--- config.mk ---
export PLATFORM = sky130hd
export DESIGN_NAME = fc_flow_ctrl
export DESIGN_NICKNAME = d
export VERILOG_FILES = /design/src/rtl/fc_pkg.sv /design/src/rtl/fc_sync.sv /design/src/rtl/fc_rts_hyst.sv /design/src/rtl/fc_tx_gate.sv /design/src/rtl/fc_flow_ctrl.sv
export SDC_FILE = /design/constraint.sdc
export NUM_CORES = 1
export LEC_CHECK = 0
export BUFFER_PORTS_ARGS = -buffer_cell sky130_fd_sc_hd__buf_2
export CORE_AREA = 2 2 39 41
export DETAILED_ROUTE_END_ITERATION = 8
export DIE_AREA = 0 0 41 43
export GPL_ROUTABILITY_DRIVEN = 0
export PLACE_DENSITY = 0.76
export SLEW_MARGIN = 20
export SYNTH_ARGS = -nofsm -noshare
export SYNTH_HDL_FRONTEND = slang
export SYNTH_HIERARCHICAL = 1
export SYNTH_SLANG_ARGS = --single-unit
--- constraint.sdc ---
create_clock -name clk -period 2.8 [get_ports clk]
set_input_delay 0.84 -clock clk [delete_from_list [all_inputs] [get_ports clk]]
set_output_delay 0.84 -clock clk [all_outputs]
set_load 0.1 [all_outputs]
--- src/rtl/fc_pkg.sv ---
package fc_pkg;

    // Handshake control fields held in flops (read bits 2:0)
    typedef struct packed {
        logic rts_val;   // bit 2: forced RTS level
        logic rts_force; // bit 1: override select
        logic cts_gate;  // bit 0: clear-to-send gating enable
    } hsk_ctrl_t;

    localparam int HSK_GATE_BIT  = 0;
    localparam int HSK_FORCE_BIT = 1;
    localparam int HSK_VAL_BIT   = 2;
    localparam int HSK_CTS_BIT   = 7;

endpackage

--- src/rtl/fc_sync.sv ---
module fc_sync #(
    parameter int STAGES = 2
) (
    input  logic clk,
    input  logic rst,
    input  logic din,
    output logic dout
);
    logic [STAGES-1:0] chain_d, chain_q;

    generate
        if (STAGES == 1) begin : g_one
            always_comb chain_d = din;
        end else begin : g_many
            always_comb chain_d = {chain_q[STAGES-2:0], din};
        end
    endgenerate

    always_ff @(posedge clk) begin
        if (rst) chain_q <= '0;
        else     chain_q <= chain_d;
    end

    assign dout = chain_q[STAGES-1];
endmodule

--- src/rtl/fc_rts_hyst.sv ---
module fc_rts_hyst #(
    parameter int CNT_W = 5
) (
    input  logic             clk,
    input  logic             rst,
    input  logic [CNT_W-1:0] level,
    input  logic [CNT_W-1:0] lo_mark,
    input  logic [CNT_W-1:0] hi_mark,
    input  logic             force_en,
    input  logic             force_val,
    output logic             rts
);
    logic rts_d, rts_q;

    always_comb begin
        rts_d = rts_q;
        if (force_en)              rts_d = force_val;
        else if (level > hi_mark)  rts_d = 1'b1;
        else if (level < lo_mark)  rts_d = 1'b0;
    end

    always_ff @(posedge clk) begin
        if (rst) rts_q <= 1'b0;
        else     rts_q <= rts_d;
    end

    assign rts = rts_q;
endmodule

--- src/rtl/fc_tx_gate.sv ---
module fc_tx_gate (
    input  logic clk,
    input  logic rst,
    input  logic gate_en,
    input  logic cts_ok,
    input  logic req,
    input  logic done,
    output logic start,
    output logic busy
);
    logic busy_d, busy_q;
    logic permit;

    // Clear-to-send is sampled only when a character may begin
    always_comb begin
        permit = !gate_en || cts_ok;
        start  = req && !busy_q && permit;
        busy_d = busy_q;
        if (start)     busy_d = 1'b1;
        else if (done) busy_d = 1'b0;
    end

    always_ff @(posedge clk) begin
        if (rst) busy_q <= 1'b0;
        else     busy_q <= busy_d;
    end

    assign busy = busy_q;
endmodule

--- src/rtl/fc_flow_ctrl.sv ---
module fc_flow_ctrl #(
    parameter int FIFO_DEPTH  = 16,
    parameter int SYNC_STAGES = 2,
    localparam int CNT_W      = $clog2(FIFO_DEPTH + 1)
) (
    input  logic             clk,
    input  logic             rst,
    input  logic [CNT_W-1:0] rx_count,
    input  logic [CNT_W-1:0] lo_mark,
    input  logic [CNT_W-1:0] hi_mark,
    input  logic             reg_we,
    input  logic [7:0]       reg_wdata,
    output logic [7:0]       reg_rdata,
    input  logic             cts_in,
    output logic             rts_out,
    input  logic             tx_req,
    output logic             tx_start,
    input  logic             tx_done,
    output logic             tx_busy
);
    import fc_pkg::*;

    hsk_ctrl_t ctrl_d, ctrl_q;
    logic      cts_s;

    always_comb begin
        ctrl_d = ctrl_q;
        if (reg_we) begin
            ctrl_d.rts_val   = reg_wdata[HSK_VAL_BIT];
            ctrl_d.rts_force = reg_wdata[HSK_FORCE_BIT];
            ctrl_d.cts_gate  = reg_wdata[HSK_GATE_BIT];
        end
    end

    always_ff @(posedge clk) begin
        if (rst) ctrl_q <= '0;
        else     ctrl_q <= ctrl_d;
    end

    fc_sync #(.STAGES(SYNC_STAGES)) u_cts_sync (
        .clk  (clk),
        .rst  (rst),
        .din  (cts_in),
        .dout (cts_s)
    );

    fc_rts_hyst #(.CNT_W(CNT_W)) u_rts (
        .clk       (clk),
        .rst       (rst),
        .level     (rx_count),
        .lo_mark   (lo_mark),
        .hi_mark   (hi_mark),
        .force_en  (ctrl_q.rts_force),
        .force_val (ctrl_q.rts_val),
        .rts       (rts_out)
    );

    fc_tx_gate u_gate (
        .clk     (clk),
        .rst     (rst),
        .gate_en (ctrl_q.cts_gate),
        .cts_ok  (cts_s),
        .req     (tx_req),
        .done    (tx_done),
        .start   (tx_start),
        .busy    (tx_busy)
    );

    always_comb begin
        reg_rdata              = '0;
        reg_rdata[HSK_CTS_BIT] = cts_s;
        reg_rdata[2:0]         = ctrl_q;
    end
endmodule

==> results, run 1 <==
- The CTS tree is done.
- The area of the placeable core is ~1400 µm².
- The footprint of the flip-flops and latches is approximately 140 µm².
- The count of buffers added on input and output ports is 30.
- The pin count of the biggest net entering global routing is 8.
- The floorplan step set the die height to about 43 µm.
- The share of total power in sequential cells is between 30% and 40%.
- The overall power is between 0.3 and 0.4 mW.
- Yosys printed 6 warnings.
- On the critical path, the stage with the largest delay is an instance of sky130_fd_sc_hd__buf_2.
- The total global routing track utilization is 12.90%.
- The clock passes through at most 2 buffers.
- The synthesized area divided by synthesized cell count is about 8.6 µm².
- The signal on the critical path passes through buf_2 > nand3b_1 > inv_1 > buf_2.
- The worst register-to-register path has a depth of 2.
- For the worst setup path, the data required time is around 2000 ps.
- The worst setup path is captured at an output pin.
- The wire length of the first global-routing pass is roughly 1600 µm.
- The most used cell along the critical path is sky130_fd_sc_hd__buf_2.
- The filler cells instantiated in the layout total ~140.
- In this run the static leakage power is just over 0.4 nW.
- The power density of the placed cells is between 400 and 500 nW/µm².
- The maximum fanout count along the critical path is 2.
- For this run, the detailed router's first-pass iteration total came to 2.
- In this design, the stage delay of the slowest critical-path cell is 410 ps.
- The total number of cells along the worst setup path is 4.
- Setup violations remaining at the end of the flow were counted as 0.
- The number of standard-cell rows in the floorplan is 14.
- During I/O placement, the number of pins put on the boundary was 40.
- The number of buffers inserted for hold repair after clock tree synthesis is 0.
- The number of nets at the end of the flow is 131.
- Across the run, the number of max-cap violations was 0.
- Detailed placement ended at an HPWL of between 800 and 900 µm.
- The startpoint-to-endpoint class of the critical path is in2out.
- The area taken by multi-input logic gates is 307.8 µm².
- Between clock sinks in the finished design, the worst skew comes to ~0.50 ps.
- The count of buffer and inverter cells on the critical path is 3.
- 0 antenna diodes ended up in the layout.
- The worst setup path startpoint is tx_req.
- The type of the worst min-delay path is reg2reg.
- The initial utilization of the core area, before any placement, comes to a little under two fifths.
- The run finished with clean final reports.
- Setup repair after global routing left no endpoint under its margin.
- The clock network accounts for between 20% and 30% of the total power.
- The post-synthesis instance area is just over 500 µm².
- The post-synthesis sequential element count is 7.
- In the final layout, the share of cells above drive strength 1 is between 30% and 40%.
- The area enclosed by the die boundary is 1763 µm².
- The switching power share of the total is a little over two fifths.
- The source of the worst register-to-register timing path is u_rts/rts.
- The total count of max-transition violations in the final report is 0.
- Counting instances, the worst hold path has a depth of 1.
- The number of buffers inserted by post-CTS setup repair is 0.
- The number of antenna violations at the first check in global routing came to 0.
- Final hold analysis gives a worst-case slack of 437.8 ps.
- The total overflow left after global routing is 0.
- After detailed routing, the average wire length per cell comes to between 9 and 10 µm.
- Of the synthesized area, sequential elements account for a little over a quarter.
- In this run the remaining antenna-violating nets after routing total 0.
- Across the VDD grid, the largest voltage drop is between 0.2 and 0.3 mV.
- The internal power of the cells is between 0.15 and 0.2 mW.
- The total count of hold-check failures in the final report is 0.
- The worst setup path is launched from an input pin.
- In this run the number of H-tree levels came out at 1.
- The utilization of the core after routing is 49.55%.
- The maximum frequency from static timing analysis is roughly 0.43 GHz.
- Clock-pin slew was measured on the worst setup and hold paths at about 50 ps.
- The category of cells accounting for the largest share of critical-path delay is buffers and inverters.
- The library cells used most frequently in the layout, excluding fill and tap cells, are 30 x sky130_fd_sc_hd__buf_2, 11 x sky130_fd_sc_hd__inv_1, 9 x sky130_fd_sc_hd__ha_1.
- The cell sitting at the root of the clock tree is a sky130_fd_sc_hd__clkbuf_4.
- The growth of design area from synthesis to finish is 33.01%.
- The routed layout has approximately 490 vias.
- The detailed-route vias per instance is ~4.5.
- The number of CTS-inserted buffers is 3.
- The total wirelength of the detailed-routed design is ~1000 µm.
- At the worst endpoint, the arrival time is approximately 1500 ps.
- The die extent in x is between 40 and 50 µm.
- The library cell used most frequently in the layout, excluding fill and tap cells, is sky130_fd_sc_hd__buf_2.
- The final-layout setup total negative slack is 0 ps.
- For this run, design rule violations remaining after detail routing come to 0.
- The number of gates resized after CTS was 0.
- The synthesized instance count is 60.
- After the first detailed-routing iteration, the DRC count stood at 2.
- In this run, the combinational gates consume 42.0% of the power.
- Dividing the final minimum period by the clock period gives between 80% and 90%.
- The worst hold path begins at u_cts_sync/chain_q[0].
- The via count of the first global-routing pass was between 400 and 500.
- The net switching power is 0.1441 mW.
- The clock insertion delay at the later pin of the skew report is between 200 and 250 ps.
- Yosys mapped the design onto 21 distinct sky130hd cell types.
- The final critical path time including I/O delays and setup is approximately 2300 ps.
- For this design, the sink count on the clock tree is 7.
## path summary, 6_finish.rpt
path	end	slack (ps)
max	tx_start	460
min	u_cts_sync/chain_q[1]	440
max reg2reg	u_rts/rts	2050
min reg2reg	u_cts_sync/chain_q[1]	440
## through the flow
step	worst slack, ps	area (µm²)	cells
after floorplan	378.9	526.8	63
after global placement	474.1	659.4	104
after detailed placement	459.2	659.4	104
after CTS	456.7	685.7	108
after global routing	436.6	685.7	108
final	456.3	685.7	108
## synthesized netlist by cell type
cell / n / area share, %
sky130_fd_sc_hd__a211oi_1: 1 / 1.5
sky130_fd_sc_hd__a21o_1: 1 / 1.5
sky130_fd_sc_hd__a21oi_1: 2 / 1.9
sky130_fd_sc_hd__a21oi_2: 1 / 1.7
sky130_fd_sc_hd__a221oi_2: 1 / 2.9
sky130_fd_sc_hd__a31oi_1: 1 / 1.2
sky130_fd_sc_hd__and4_4: 1 / 2.2
sky130_fd_sc_hd__buf_4: 5 / 7.3
sky130_fd_sc_hd__conb_1: 1 / 0.73
sky130_fd_sc_hd__dfxtp_1: 7 / 27
sky130_fd_sc_hd__ha_1: 9 / 22
sky130_fd_sc_hd__inv_1: 11 / 8.0
sky130_fd_sc_hd__mux2i_1: 3 / 5.8
sky130_fd_sc_hd__nand2_1: 2 / 1.5
sky130_fd_sc_hd__nand2b_1: 3 / 3.6
sky130_fd_sc_hd__nand3b_1: 1 / 1.5
sky130_fd_sc_hd__nor2_1: 3 / 2.2
sky130_fd_sc_hd__nor2b_1: 3 / 3.6
sky130_fd_sc_hd__nor3_1: 1 / 0.97
sky130_fd_sc_hd__o21ai_0: 1 / 0.97
sky130_fd_sc_hd__o21ai_1: 2 / 1.9
## cell type report
class | instances | area share [%]
clock buffers | 4 | 3.832
inverters | 11 | 6.022
multi-input cells | 40 | 44.89
flip-flops and latches | 7 | 20.44
well taps | 16 | 2.920
repair buffers | 30 | 21.90
## kinds of logic (layout without fill, tap and decap cells)
| kind of cell | Yosys count | after routing | share of synthesized area (%) |
|---|---|---|---|
| buffers and inverters | 16 | 45 | 15.29 |
| AND/OR/NAND/NOR | 14 | 14 | 15.53 |
| AO/OA/AOI/OAI | 10 | 10 | 13.59 |
| adder cells (fa/ha/maj) | 9 | 9 | 21.85 |
| flip-flops | 7 | 7 | 27.18 |
| multiplexers | 3 | 3 | 5.825 |
| other | 1 | 4 | 0.7275 |
## power by group through the flow
stage | Combinational, mW | Clock (mW) | Sequential, mW
final | 0.144 | 0.0878 | 0.111
after global routing | 0.154 | 0.0996 | 0.112
after CTS | 0.145 | 0.0925 | 0.111
after detailed placement | 0.144 | 0 | 0.113
after global placement | 0.141 | 0 | 0.113
after floorplan | 0.0779 | 0 | 0.152
## state kept, by name, indices dropped and copies added (netlist names)
register / cells
u_rts/rts: 1
u_gate/busy: 1
u_cts_sync/chain_q: 2
reg_rdata: 3
## metal layers
metal / up-vias / track usage [%] / routed length (µm)
met2: 24 / 22.19 / 509
met5: - / 0 / 0
met1: 213 / 12.70 / 385
met4: 0 / 6.000 / 0
li1: 252 / - / -
met3: 0 / 4.712 / 82
(Power assumes the default switching activity.)
==> inputs of run 2 (changes only) <==
CORE_AREA = unset   (was 2 2 39 41)
CORE_UTILIZATION = 37   (was unset)
DIE_AREA = unset   (was 0 0 41 43)
PLACE_DENSITY = 0.73   (was 0.76)
clock period = 2.2 ns   (was 2.8 ns; I/O delays follow)
==> run 2 against run 1 <==
Compared with the run above:
- final area grew 2.9%
- register-to-register slack lost 640 ps
- core utilization grew 4.7 points
- sequential power grew 28%
- clock-buffer cell count is the same
- critical path type unchanged
==> results, run 2 (synthesis results as in run 1) <==
- The total non-filler cell area in the finished layout is 705.7 µm² (was 685.7 µm²).
- The die span in y is 39.33 µm (was 43 µm).
- The mean routed wirelength per cell is 8.935 µm (was 9.046 µm).
- The root buffer selected by CTS is sky130_fd_sc_hd__clkbuf_4 (unchanged).
- The total count of max-transition violations in the final report is 0 (unchanged).
- The antenna violation net count after detailed routing is 0 (unchanged).
- The total clock sinks came to 7 (unchanged).
- The fraction of layout cells with a size suffix above 1 is 42.39% (was 39.13%).
- The maximum fanout count along the critical path came to 2 (unchanged).
- The area enclosed by the die boundary is 1546 µm² (was 1763 µm²).
- The number of nets at the end of the flow came to 131 (unchanged).
- The half-perimeter wire length of the detailed placement result was 845.8 µm (was 847.7 µm).
- The growth of design area from synthesis to finish is 36.89% (was 33.01%).
- Setup repair after global routing missed its margin: no (unchanged).
- The net switching power is 0.1869 mW (was 0.1441 mW).
- The final cell count without fillers is 107 (was 108).
- The total global routing track utilization was 14.85% (was 12.90%).
- The largest vdd supply drop was 0.3999 mV (was 0.2664 mV).
- The worst-case clock buffer depth is 2 (unchanged).
- The area after detailed placement came to 679.4 µm² (was 659.4 µm²).
- The instance count after placement with tap cells included is 103 (was 104).
- The quantity of gates resized following cts came to 0 (unchanged).
- The final-layout worst hold slack came to 446.9 ps (was 437.8 ps).
- The most frequent standard cell in the layout excluding fill and tap cells is sky130_fd_sc_hd__buf_2 (unchanged).
- The die extent in x is 39.33 µm (was 41 µm).
- The clock network fraction of design power is 25.7% (was 25.6%).
- The number of standard-cell rows in the floorplan is 13 (was 14).
- The pin count of the biggest net entering global routing is 8 (unchanged).
- The met2 capacity usage during global routing is 25.00% (was 22.19%).
- The critical path capture point type is an output pin (unchanged).
- The number of port buffers is 30 (unchanged).
- Most frequent cells in the layout: 29 x sky130_fd_sc_hd__buf_2, 10 x sky130_fd_sc_hd__inv_1, 9 x sky130_fd_sc_hd__ha_1 (was 30 x sky130_fd_sc_hd__buf_2, 11 x sky130_fd_sc_hd__inv_1, 9 x sky130_fd_sc_hd__ha_1).
- CP Cell Sequence: buf_2 > nand3b_1 > clkinvlp_4 > buf_12 (was buf_2 > nand3b_1 > inv_1 > buf_2).
- The number of CTS-inserted buffers is 3 (unchanged).
- The number of antenna violations at the first check in global routing was 0 (unchanged).
- The detailed-route vias per instance is 4.486 (was 4.528).
- The category of cells accounting for the largest share of critical-path delay was buffers and inverters (unchanged).
- The total wirelength of the detailed-routed design is 956 µm (was 977 µm).
- The worst setup slack after placement is 227.5 ps (was 459.2 ps).
- The area of the placeable core is 1301 µm² (was 1384 µm²).
- The residual overflow from global routing is 0 (unchanged).
- The CTS tree is done (unchanged).
- The total number of cells along the worst setup path is 4 (unchanged).
- The effective utilization at floorplan came to 39.62% (was 37.25%).
- The arrival time at the worst endpoint came to 1220 ps (was 1500 ps).
- The overall power came to 0.4459 mW (was 0.3428 mW).
- The final-layout setup total negative slack is 0 ps (unchanged).
- The first-pass detailed-route iteration total is 2 (unchanged).
- The fill cell instance count of the final layout is 130 (was 137).
- The deepest level of the CTS H-tree is 1 (unchanged).
- The worst path required time is 1540 ps (was 1960 ps).
- The maximum frequency from static timing analysis is 0.5333 GHz.
- The max-cap violation count is 0 (unchanged).
- The violation count after the first detailed-route iteration was 3 (was 2).
- The clock period could shrink to 1875 ps.
- The residual DRC count came to 0 (unchanged).
- The clock insertion delay at the later pin of the skew report is 250 ps (was 240 ps).
- The count of buffer and inverter cells on the critical path is 3 (unchanged).
- The clock transition time at the flip-flop clock pins of the worst setup and hold paths is 50 ps (about the same).
- The internal power of the cells is 0.2590 mW (was 0.1987 mW).
- The total vias in the final route is 480 (was 489).
- The switching power share of the total was 41.91% (was 42.04%).
- The wire length of the first global-routing pass is 1504 µm (was 1566 µm).
- The startpoint-to-endpoint class of the critical path is in2out (unchanged).
- The number of buffers inserted by post-CTS setup repair is 0 (unchanged).
- The global-route met1 utilization is 17.24% (was 12.70%).
- The utilization of the core after routing came to 54.23% (was 49.55%).
- The count of final setup violators came to 0 (unchanged).
- The number of top-level pins is 40 (unchanged).
- The number of cells on the worst reg-to-reg path is 3 (was 2).
- The largest stage delay on the critical path was 170 ps (was 410 ps).
- The worst-case clock skew was 5.894 ps (was 0.5025 ps).
- The number of buffers inserted for hold repair after clock tree synthesis is 0 (unchanged).
- The final worst-path cycle share is a little under nine tenths.
- The count of inserted antenna diode cells came to 0 (unchanged).
- The peak-usage layer in the global routing report is met2 (unchanged).
- The type of the worst min-delay path was reg2reg (unchanged).
- The via count of the first global-routing pass came to 404 (was 431).
- The met3 global-route usage is 6.818% (was 4.712%).
- The kind of start point of the critical path is an input pin (unchanged).
- The share of total power in sequential cells is 31.7% (was 32.4%).
- The power density of the placed cells was 631.9 nW/µm² (was 500.0 nW/µm²).
- The power share of the combinational group is 42.6% (was 42.0%).
- The leakage component of the power was 0.4055 nW (was 0.4071 nW).
- The number of flip-flops in the largest register was 3 (unchanged).
- The cell depth of the worst min-delay path is 1 (unchanged).
- Status: finished, final reports clean (unchanged).
- The setup slack of the critical path after layout is 325.0 ps (was 456.3 ps).
- The total count of hold-check failures in the final report is 0 (unchanged).
- The slowest library cell on the worst path is sky130_fd_sc_hd__buf_12 (was sky130_fd_sc_hd__buf_2).
run 2: changes by cell type in the layout (fill, tap and decap cells not counted), sizes merged:
cell,before,now
clkinvlp,0,1
inv,11,10
run 2: cell type report:
| class | instances | area (µm²) | area share (%) |
|---|---|---|---|
| multi-input combinational | 40 | 307.8 | 43.62 |
| sequential | 7 | 142.6 | 20.21 |
| clock buffer | 4 | 26.28 | 3.723 |
| tap | 15 | 18.77 | 2.660 |
| inverter | 11 | 45.04 | 6.383 |
| timing repair buffer | 30 | 165.2 | 23.40 |
run 2: path summary, 6_finish.rpt:
path	from	end	slack, ps
max	tx_req	tx_start	320
min	u_cts_sync/chain_q[0]	u_cts_sync/chain_q[1]	450
max reg2reg	u_cts_sync/chain_q[1]	u_gate/busy	1410
min reg2reg	u_cts_sync/chain_q[0]	u_cts_sync/chain_q[1]	450
run 2: layer usage:
layer | routed length [µm] | up-vias
met5 | 0 | -
met4 | 0 | 0
met3 | 77 | 0
met2 | 484 | 20
met1 | 394 | 207
li1 | - | 253
run 2: power by group through the flow:
| stage | sequential, mW | clock (mW) | combinational [mW] |
|---|---|---|---|
| after floorplan | 0.194 | 0 | 0.101 |
| after global placement | 0.144 | 0 | 0.188 |
| after detailed placement | 0.144 | 0 | 0.191 |
| after CTS | 0.142 | 0.121 | 0.191 |
| after global routing | 0.143 | 0.128 | 0.203 |
| final | 0.142 | 0.115 | 0.190 |
